==> src/rtl/hpf_pkg.sv <==
package hpf_pkg;
  typedef enum logic [1:0] {
    SPD_NORMAL = 2'b00,
    SPD_DOUBLE = 2'b01,
    SPD_QUAD   = 2'b10,
    SPD_RSVD   = 2'b11
  } spd_mode_e;
endpackage

==> src/rtl/hpf_coef_sel.sv <==
module hpf_coef_sel
  import hpf_pkg::*;
#(
  parameter int COEF_W   = 24,
  parameter int K_NORMAL = 2196,
  parameter int K_DOUBLE = 1098,
  parameter int K_QUAD   = 549
) (
  input  spd_mode_e          mode,
  output logic [COEF_W-1:0]  coef
);
  // coefficient is unity minus a small step, unity = 2^COEF_W
  localparam logic [COEF_W:0] UNITY = (COEF_W+1)'(1) << COEF_W;
  localparam logic [COEF_W-1:0] A_NORMAL = COEF_W'(UNITY - (COEF_W+1)'(K_NORMAL));
  localparam logic [COEF_W-1:0] A_DOUBLE = COEF_W'(UNITY - (COEF_W+1)'(K_DOUBLE));
  localparam logic [COEF_W-1:0] A_QUAD   = COEF_W'(UNITY - (COEF_W+1)'(K_QUAD));

  always_comb begin
    case (mode)
      SPD_DOUBLE: coef = A_DOUBLE;
      SPD_QUAD:   coef = A_QUAD;
      default:    coef = A_NORMAL;  // normal, and reserved code 11
    endcase
  end
endmodule

==> src/rtl/hpf_clamp.sv <==
module hpf_clamp #(
  parameter int IN_W  = 26,
  parameter int OUT_W = 24
) (
  input  logic signed [IN_W-1:0]  d,
  output logic signed [OUT_W-1:0] q
);
  localparam logic signed [OUT_W-1:0] OMAX = {1'b0, {(OUT_W-1){1'b1}}};
  localparam logic signed [OUT_W-1:0] OMIN = {1'b1, {(OUT_W-1){1'b0}}};
  localparam logic signed [IN_W-1:0]  WMAX = IN_W'(OMAX);
  localparam logic signed [IN_W-1:0]  WMIN = IN_W'(OMIN);

  always_comb begin
    if (d > WMAX)      q = OMAX;
    else if (d < WMIN) q = OMIN;
    else               q = OUT_W'(d);
  end
endmodule

==> src/rtl/hpf_channel.sv <==
module hpf_channel #(
  parameter int DATA_W = 24,
  parameter int COEF_W = 24,
  parameter int LAT    = 2
) (
  input  logic                     clk,
  input  logic                     rst_n,
  input  logic                     accept,
  input  logic                     en,
  input  logic [COEF_W-1:0]        coef,
  input  logic signed [DATA_W-1:0] x,
  output logic signed [DATA_W-1:0] res
);
  localparam int PROD_W = DATA_W + COEF_W + 1;
  localparam int SUM_W  = DATA_W + 2;

  logic signed [DATA_W-1:0] xp, yp;
  logic signed [DATA_W-1:0] dly [LAT];
  logic signed [PROD_W-1:0] prod;
  logic signed [SUM_W-1:0]  fb, sum;
  logic signed [DATA_W-1:0] y;

  always_comb begin
    prod = PROD_W'(yp) * PROD_W'($signed({1'b0, coef}));
    fb   = SUM_W'(prod >>> COEF_W);
    sum  = SUM_W'(x) - SUM_W'(xp) + fb;
  end

  hpf_clamp #(.IN_W(SUM_W), .OUT_W(DATA_W)) u_clamp (
    .d (sum),
    .q (y)
  );

  assign res = en ? dly[LAT-1] : x;

  always_ff @(posedge clk) begin
    if (!rst_n) begin
      xp <= '0;
      yp <= '0;
      for (int i = 0; i < LAT; i++) dly[i] <= '0;
    end else if (accept) begin
      if (en) begin
        xp     <= x;
        yp     <= y;
        dly[0] <= y;
        for (int i = 1; i < LAT; i++) dly[i] <= dly[i-1];
      end else begin
        xp <= '0;
        yp <= '0;
        for (int i = 0; i < LAT; i++) dly[i] <= '0;
      end
    end
  end
endmodule

==> src/rtl/dc_block_hpf.sv <==
module dc_block_hpf
  import hpf_pkg::*;
#(
  parameter int DATA_W   = 24,
  parameter int COEF_W   = 24,
  parameter int LAT      = 2,
  parameter int K_NORMAL = 2196,
  parameter int K_DOUBLE = 1098,
  parameter int K_QUAD   = 549
) (
  input  logic              clk,
  input  logic              rst_n,
  input  logic              hpf_en,
  input  logic [1:0]        spd_mode,
  input  logic              in_valid,
  output logic              in_ready,
  input  logic [DATA_W-1:0] in_left,
  input  logic [DATA_W-1:0] in_right,
  output logic              out_valid,
  input  logic              out_ready,
  output logic [DATA_W-1:0] out_left,
  output logic [DATA_W-1:0] out_right
);
  localparam int NCH = 2;

  logic              accept;
  logic [COEF_W-1:0] coef;
  logic signed [DATA_W-1:0] x_ch   [NCH];
  logic signed [DATA_W-1:0] res_ch [NCH];

  assign in_ready = !out_valid || out_ready;
  assign accept   = in_valid && in_ready;
  assign x_ch[0]  = in_left;
  assign x_ch[1]  = in_right;

  hpf_coef_sel #(
    .COEF_W(COEF_W), .K_NORMAL(K_NORMAL), .K_DOUBLE(K_DOUBLE), .K_QUAD(K_QUAD)
  ) u_coef (
    .mode (spd_mode_e'(spd_mode)),
    .coef (coef)
  );

  for (genvar ch = 0; ch < NCH; ch++) begin : g_ch
    hpf_channel #(.DATA_W(DATA_W), .COEF_W(COEF_W), .LAT(LAT)) u_chan (
      .clk    (clk),
      .rst_n  (rst_n),
      .accept (accept),
      .en     (hpf_en),
      .coef   (coef),
      .x      (x_ch[ch]),
      .res    (res_ch[ch])
    );
  end

  always_ff @(posedge clk) begin
    if (!rst_n) begin
      out_valid <= 1'b0;
      out_left  <= '0;
      out_right <= '0;
    end else if (accept) begin
      out_valid <= 1'b1;
      out_left  <= res_ch[0];
      out_right <= res_ch[1];
    end else if (out_ready) begin
      out_valid <= 1'b0;
    end
  end
endmodule

==> config.mk <==
export PLATFORM = sky130hd
export DESIGN_NAME = dc_block_hpf
export DESIGN_NICKNAME = d
export VERILOG_FILES = /design/src/rtl/hpf_pkg.sv /design/src/rtl/hpf_coef_sel.sv /design/src/rtl/hpf_clamp.sv /design/src/rtl/hpf_channel.sv /design/src/rtl/dc_block_hpf.sv
export SDC_FILE = /design/constraint.sdc
export NUM_CORES = 2
export LEC_CHECK = 0
export BUFFER_PORTS_ARGS = -buffer_cell sky130_fd_sc_hd__buf_2
export CORE_MARGIN = 8
export CORE_UTILIZATION = 40
export CTS_BUF_LIST = sky130_fd_sc_hd__clkbuf_2 sky130_fd_sc_hd__clkbuf_4 sky130_fd_sc_hd__clkbuf_8
export DETAILED_ROUTE_END_ITERATION = 12
export PLACE_DENSITY_LB_ADDON = 0.12
export SYNTH_ARGS = -nofsm -noshare
export SYNTH_HDL_FRONTEND = slang
export SYNTH_SLANG_ARGS = --single-unit
export TNS_END_PERCENT = 50
==> constraint.sdc <==
create_clock -name clk -period 26.4 [get_ports clk]
set_input_delay 2.64 -clock clk [delete_from_list [all_inputs] [get_ports clk]]
set_output_delay 2.64 -clock clk [all_outputs]
set_load 0.01 [all_outputs]
Word level (Yosys, flattened, before mapping)
Memory sizes are Yosys's and may differ from the RTL's.
Cells that the tools add are included.
{ "totals": {"register_bits": 145, "wordCells": 63, "input_bits": 55, "mem_bits_rw": 96, "memories": 2} }
{ "classes": {"eq_ne": 2, "magnitude_cmp": 4, "mux": 30, "n_reduce_logical": 4, "bitwise": 8, "n_mul": 2, "n_addsub": 4} }
{ "memory_table": {"columns": ["name", "depth", "word_bits", "rd", "rd_clocked_by_memory_dff", "wr", "line", "source"], "rows": [
  ["g_ch[0].u_chan.dly", 2, 24, 2, 0, 2, "hpf_channel.sv:18", "logic signed [DATA_W-1:0] dly [LAT];"],
  ["g_ch[1].u_chan.dly", 2, 24, 2, 0, 2, "hpf_channel.sv:18", null]
]} }
{ "ops": {"columns": ["cell", "count"], "rows": [
  ["24-bit two-way mux", 18],
  ["24-bit by 25-bit multiplier with 49-bit output", 2],
  ["25-bit by 25-bit adder with 26-bit output", 2],
  ["26-bit by 24-bit > comparator with 1-bit output, second input constant", 2],
  ["26-bit by 24-bit less-than comparator with 1-bit output, second input constant", 2],
  ["24-bit by 24-bit subtractor with 25-bit output", 2],
  ["12-bit one-hot mux with 2 select lines", 1],
  ["1-bit two-way mux", 11],
  ["1-bit bitwise OR", 8],
  ["2-bit by 1-bit equality test with 1-bit output, second input constant", 1],
  ["2-bit equality test, second input constant", 1],
  ["2-bit nonzero test", 1],
  ["1-bit logical AND", 1],
  ["1-bit logical NOT", 1],
  ["1-bit logical OR", 1]
]} }

Depth between registers and ports, before layout
{ "logic_depth": {"depth_word": 9, "ltp_mapped": 43, "mapped_depth_nobuf": 38} }

By module
A second synthesis with hierarchy kept.
{ "unflattened": {"hier_cells": 5559, "area_unflattened_um2": 51069.0} }
{ "modules_own_cells": {"columns": ["module", "cells_per_inst", "n_inst", "area_each_um2", "seq_area_each_um2"], "rows": [
  ["hpf_channel at g_ch[1].u_chan", 2576, 1, 23929.2, 2402.3],
  ["hpf_channel at g_ch[0].u_chan", 2574, 1, 23912.9, 2402.3],
  ["dc_block_hpf", 214, 1, 1948.1, 980.9],
  ["hpf_clamp", 83, 2, 534.3, 0.0],
  ["hpf_coef_sel", 29, 1, 210.2, 0.0]
]} }

Least setup slack after synthesis
Ideal clock, no wire load.
{ "synth_path": {"path_type": "input port to flip-flop", "startpoint": "input spd_mode[0]", "endpoint": "register g_ch[0].u_chan.yp[10]", "setup_time_ps": 274, "arrival_time_ps": 11864, "setup_slack_ps": 14262, "stages": 38, "t_required_ps": 26126, "cell_sequence": "inv_1 > ha_1 > clkbuf_1 > clkbuf_1 > nor2_1 > fa_1 > inv_1 > fa_1 > inv_1 > fa_1 > fa_1 > fa_1 > fa_1 > inv_1 > fa_1 > inv_1 > ha_1 > a21oi_1 > (+2 left out) > a31oi_1 > a41oi_1 > o21ai_1 > a21boi_0 > xor2_1 > fa_1 > inv_1 > ha_1 > a21oi_1 > nand2_1 > a221o_1 > o2111ai_1 > a211oi_1 > o22ai_1 > and2_1 > buf_2 > buf_2 > o221ai_1"} }
{ "synth_via": {"elab_chain_cells": 8, "elab_cells_between_ends": 10, "classes_between": "1 x add/sub; 1 x mul; 2 x order compare; 2 x eq/ne; 4 x mux"} }
{ "synth_lines": {"columns": ["item", "line", "source"], "rows": [
  ["start, declared", "dc_block_hpf.sv:14", "input logic [1:0] spd_mode,"],
  ["2-bit equality test or 2-bit by 1-bit equality test with 1-bit output (tied branches)", "hpf_coef_sel.sv:19", "case (mode)"],
  ["12-bit one-hot mux with 2 select lines (*)", "hpf_coef_sel.sv:19", null],
  ["24-bit by 25-bit multiplier with 49-bit output (*)", "hpf_channel.sv:24", "prod = PROD_W'(yp) * PROD_W'($signed({1'b0, coef}));"],
  ["25-bit by 25-bit adder with 26-bit output (*)", "hpf_channel.sv:26", "sum = SUM_W'(x) - SUM_W'(xp) + fb;"],
  ["26-bit by 24-bit less-than comparator with 1-bit output", "hpf_clamp.sv:15", "else if (d < WMIN) q = OMIN;"],
  ["24-bit two-way mux", "hpf_clamp.sv:15", null],
  ["24-bit two-way mux (*)", "hpf_clamp.sv:14", "if (d > WMAX) q = OMAX;"],
  ["24-bit two-way mux (*)", "hpf_channel.sv:42", "if (en) begin"],
  ["end signal, assigned", "hpf_channel.sv:44", "yp <= y;"],
  ["end, declared", "hpf_channel.sv:17", "logic signed [DATA_W-1:0] xp, yp;"]
]} }
Every way passes the cells marked *; elsewhere a longest branch is shown, timed or not.
A chain may end at the register's enable or synchronous reset.

==> metrics <==
status finished clean; Hold Path Depth 2; Slowest Stage Delay on Critical Path 0.68 ns; Clock Path Buffers 3; slew margin rel. 0.352; die width 330 um; Worst Setup Path Type input pin to flip-flop; Worst-Margin Slew 0.966 ns; Yosys warnings 0; top post-synthesis cells by count inv_1 (1083), fa_1 (748), ha_1 (441); Final Net Count 5288; asr flop ratio synth 0; HPWL Detailed 93300 um; largest net degree at the start of global routing 70; DR vias 26700; Cell variety after synth 83; synthesized netlist cell count 3985; Fillers 9774; Max Freq 73.3 MHz; clk sinks 241; CTS tree built; Final setup viols 0; die area 109000 sq um; Avg Synthesized Cell Area 9.88 sq um; DR WL/cell 20.3 um; Routability Congestion 0.910; global route total overflow 0; crit path DAT 13.94 ns; max_cap viols 0; 1st-iter DRT viols around 1300; most frequent CP cell fa_1; area grow syn2layout 6.92%; Core Box Area 98000 sq um; TritonRoute pass-1 iters 7; CTS root buf clkbuf_8; CP endpoint kind flip-flop; clock insertion delay at the later pin of the skew report around 0.6 ns; Synth Flop Type dfxtp_1; Net Count, Synth 5229; height of the chip 330 um; min cycle time layout 13.64 ns; Tcrit/Tclk final 0.516; Seq/Total Area, Yosys 0.147; clock-pin slew on the worst setup and hold paths ~0.060 ns; flops & latches, synth 241; count of input and output buffers 104; final hold vios 0; Antenna Violating Nets Remaining 0; initial antenna violation count 2; fin area 42100 sq um; first-pass GRT wire length 173000 um; I/O pin total 105; max-slew violation count 0; H-tree lvl count 2; Critical Path Fanout Max 49; post-route setup TNS 0 ns; top-area cell type share of the netlist area 0.380; post_cts resized 0; Via density about 5.0; Slowest cell on crit path and2_1; share of cells above drive strength 1 0.0589; Worst Path Required about 27 ns; vias in the first global route 29100; synthesized area 39400 sq um; Starting Density 0.402; RSZ-0062 raised after global routing false; Setup Fix Bufs, Post-CTS 0; startpoint types input pin; top-count cell post-synth inv_1; Clock Skew 0.0395 ns; largest cells by area after synthesis fa_1 (38%), ha_1 (14%), inv_1 (10%); # DRC 0; Inserted Clock Buffers 42; Hold-fix buffers, CTS 0; Post-synth EDFFs 96; placed cell area 41200 sq um; row count 115; worst min-delay path category flip-flop to flip-flop; FF-to-FF path depth 33; Total Wirelength 109000 um; dominant cell type by area after synthesis fa_1; GRT Total Usage 0.205; Final Util 0.429
==> metal layers <==
| metal | vias up | track usage | part of all wire |
|---|---|---|---|
| met5 | - | 0 | 0 |
| met4 | 0 | 0.0365 | 0.019 |
| met3 | 110 | 0.0151 | 0.027 |
| met2 | 416 | 0.368 | 0.51 |
| met1 | 13500 | 0.273 | 0.44 |
| li1 | 12700 | - | - |
==> area by class of cell <==
| cell class | instances | area, sq um | area share |
|---|---|---|---|
| timing repair buffer | 122 | 658 | 0.0156 |
| inverter | 1084 | 4070 | 0.0967 |
| clock buffer | 63 | 811 | 0.0193 |
| multi-input combinational | 2553 | 29000 | 0.690 |
| sequential | 241 | 5790 | 0.137 |
| antenna | 1 | 2.50 | 0.0000595 |
| tap | 1287 | 1610 | 0.0383 |
| clock inverter | 13 | 96.3 | 0.00229 |
==> logic make-up (layout without fill, tap and decap cells) <==
logic type | after synthesis | in the layout | synth area share
adders and majority gates | 1189 | 1189 | 0.521
muxes | 5 | 5 | 0.00127
xor gates and xnor gates | 93 | 93 | 0.0207
buffers and inverters | 1191 | 1282 | 0.115
and+or+nand+nor | 644 | 644 | 0.0843
AOI/OAI and AO/OA | 622 | 622 | 0.111
DFF | 241 | 241 | 0.147
other | 0 | 1 | 0
==> per-stage QoR <==
stage / setup WS [ns] / hold WS [ns] / instances
after floorplan: 14.26 / 0.456 / 3985
after global placement: 12.35 / 0.470 / 5287
after detailed placement: 12.29 / 0.481 / 5287
after CTS: 12.85 / 0.488 / 5363
after global routing: 12.10 / 0.507 / 5363
final: 12.76 / 0.485 / 5364
==> layout by cell type (no fill, tap or decap), types with 19 or more instances in the layout <==
cell type and count:
a21oi_1 123, inv_1 1083, o211ai_1 66, o221ai_1 21, clkbuf_8 54, nand2_1 199, nand2b_1 94, dfxtp_1 145
xnor2_1 48, nor3_1 23, fa_1 748, xor2_1 45, a21o_1 71, edfxtp_1 96, o211a_1 49, o21ai_0 123
nand3_1 25, and2_1 94, nor2_1 79, nand4_1 39, buf_4 19, ha_1 441, buf_2 103, nor2b_1 37
==> final timing paths <==
path / start / to / slack, ns
worst min-delay path: g_ch[1].u_chan.xp[10] / g_ch[1].u_chan.xp[10] / 0.49
worst max-delay path: spd_mode[0] / g_ch[0].u_chan.dly[0][20] / 12.76
worst min register to register: g_ch[1].u_chan.xp[10] / g_ch[1].u_chan.xp[10] / 0.49
worst max register to register: g_ch[0].u_chan.yp[13] / g_ch[0].u_chan.dly[0][20] / 14.73
==> registers in the layout, indices dropped and copies added, names as in the netlist <==
signal           flops
out_valid            1
out_left            24
out_right           24
g_ch.u_chan.dly     96
g_ch.u_chan.xp      48
g_ch.u_chan.yp      48
==> critical path, delay by kind of cell <==
family | cells | cell delay [ns]
buffers and inverters | 10 | 1.38
adder cells (fa/ha/maj) | 11 | 5.04
AO/OA/AOI/OAI | 12 | 3.62
AND/OR/NAND/NOR | 3 | 1.02
XOR/XNOR | 1 | 0.11
Power is left out: the tool's default activity adds up to more than one toggle a clock period on the data nets, which glitch-free logic cannot reach.
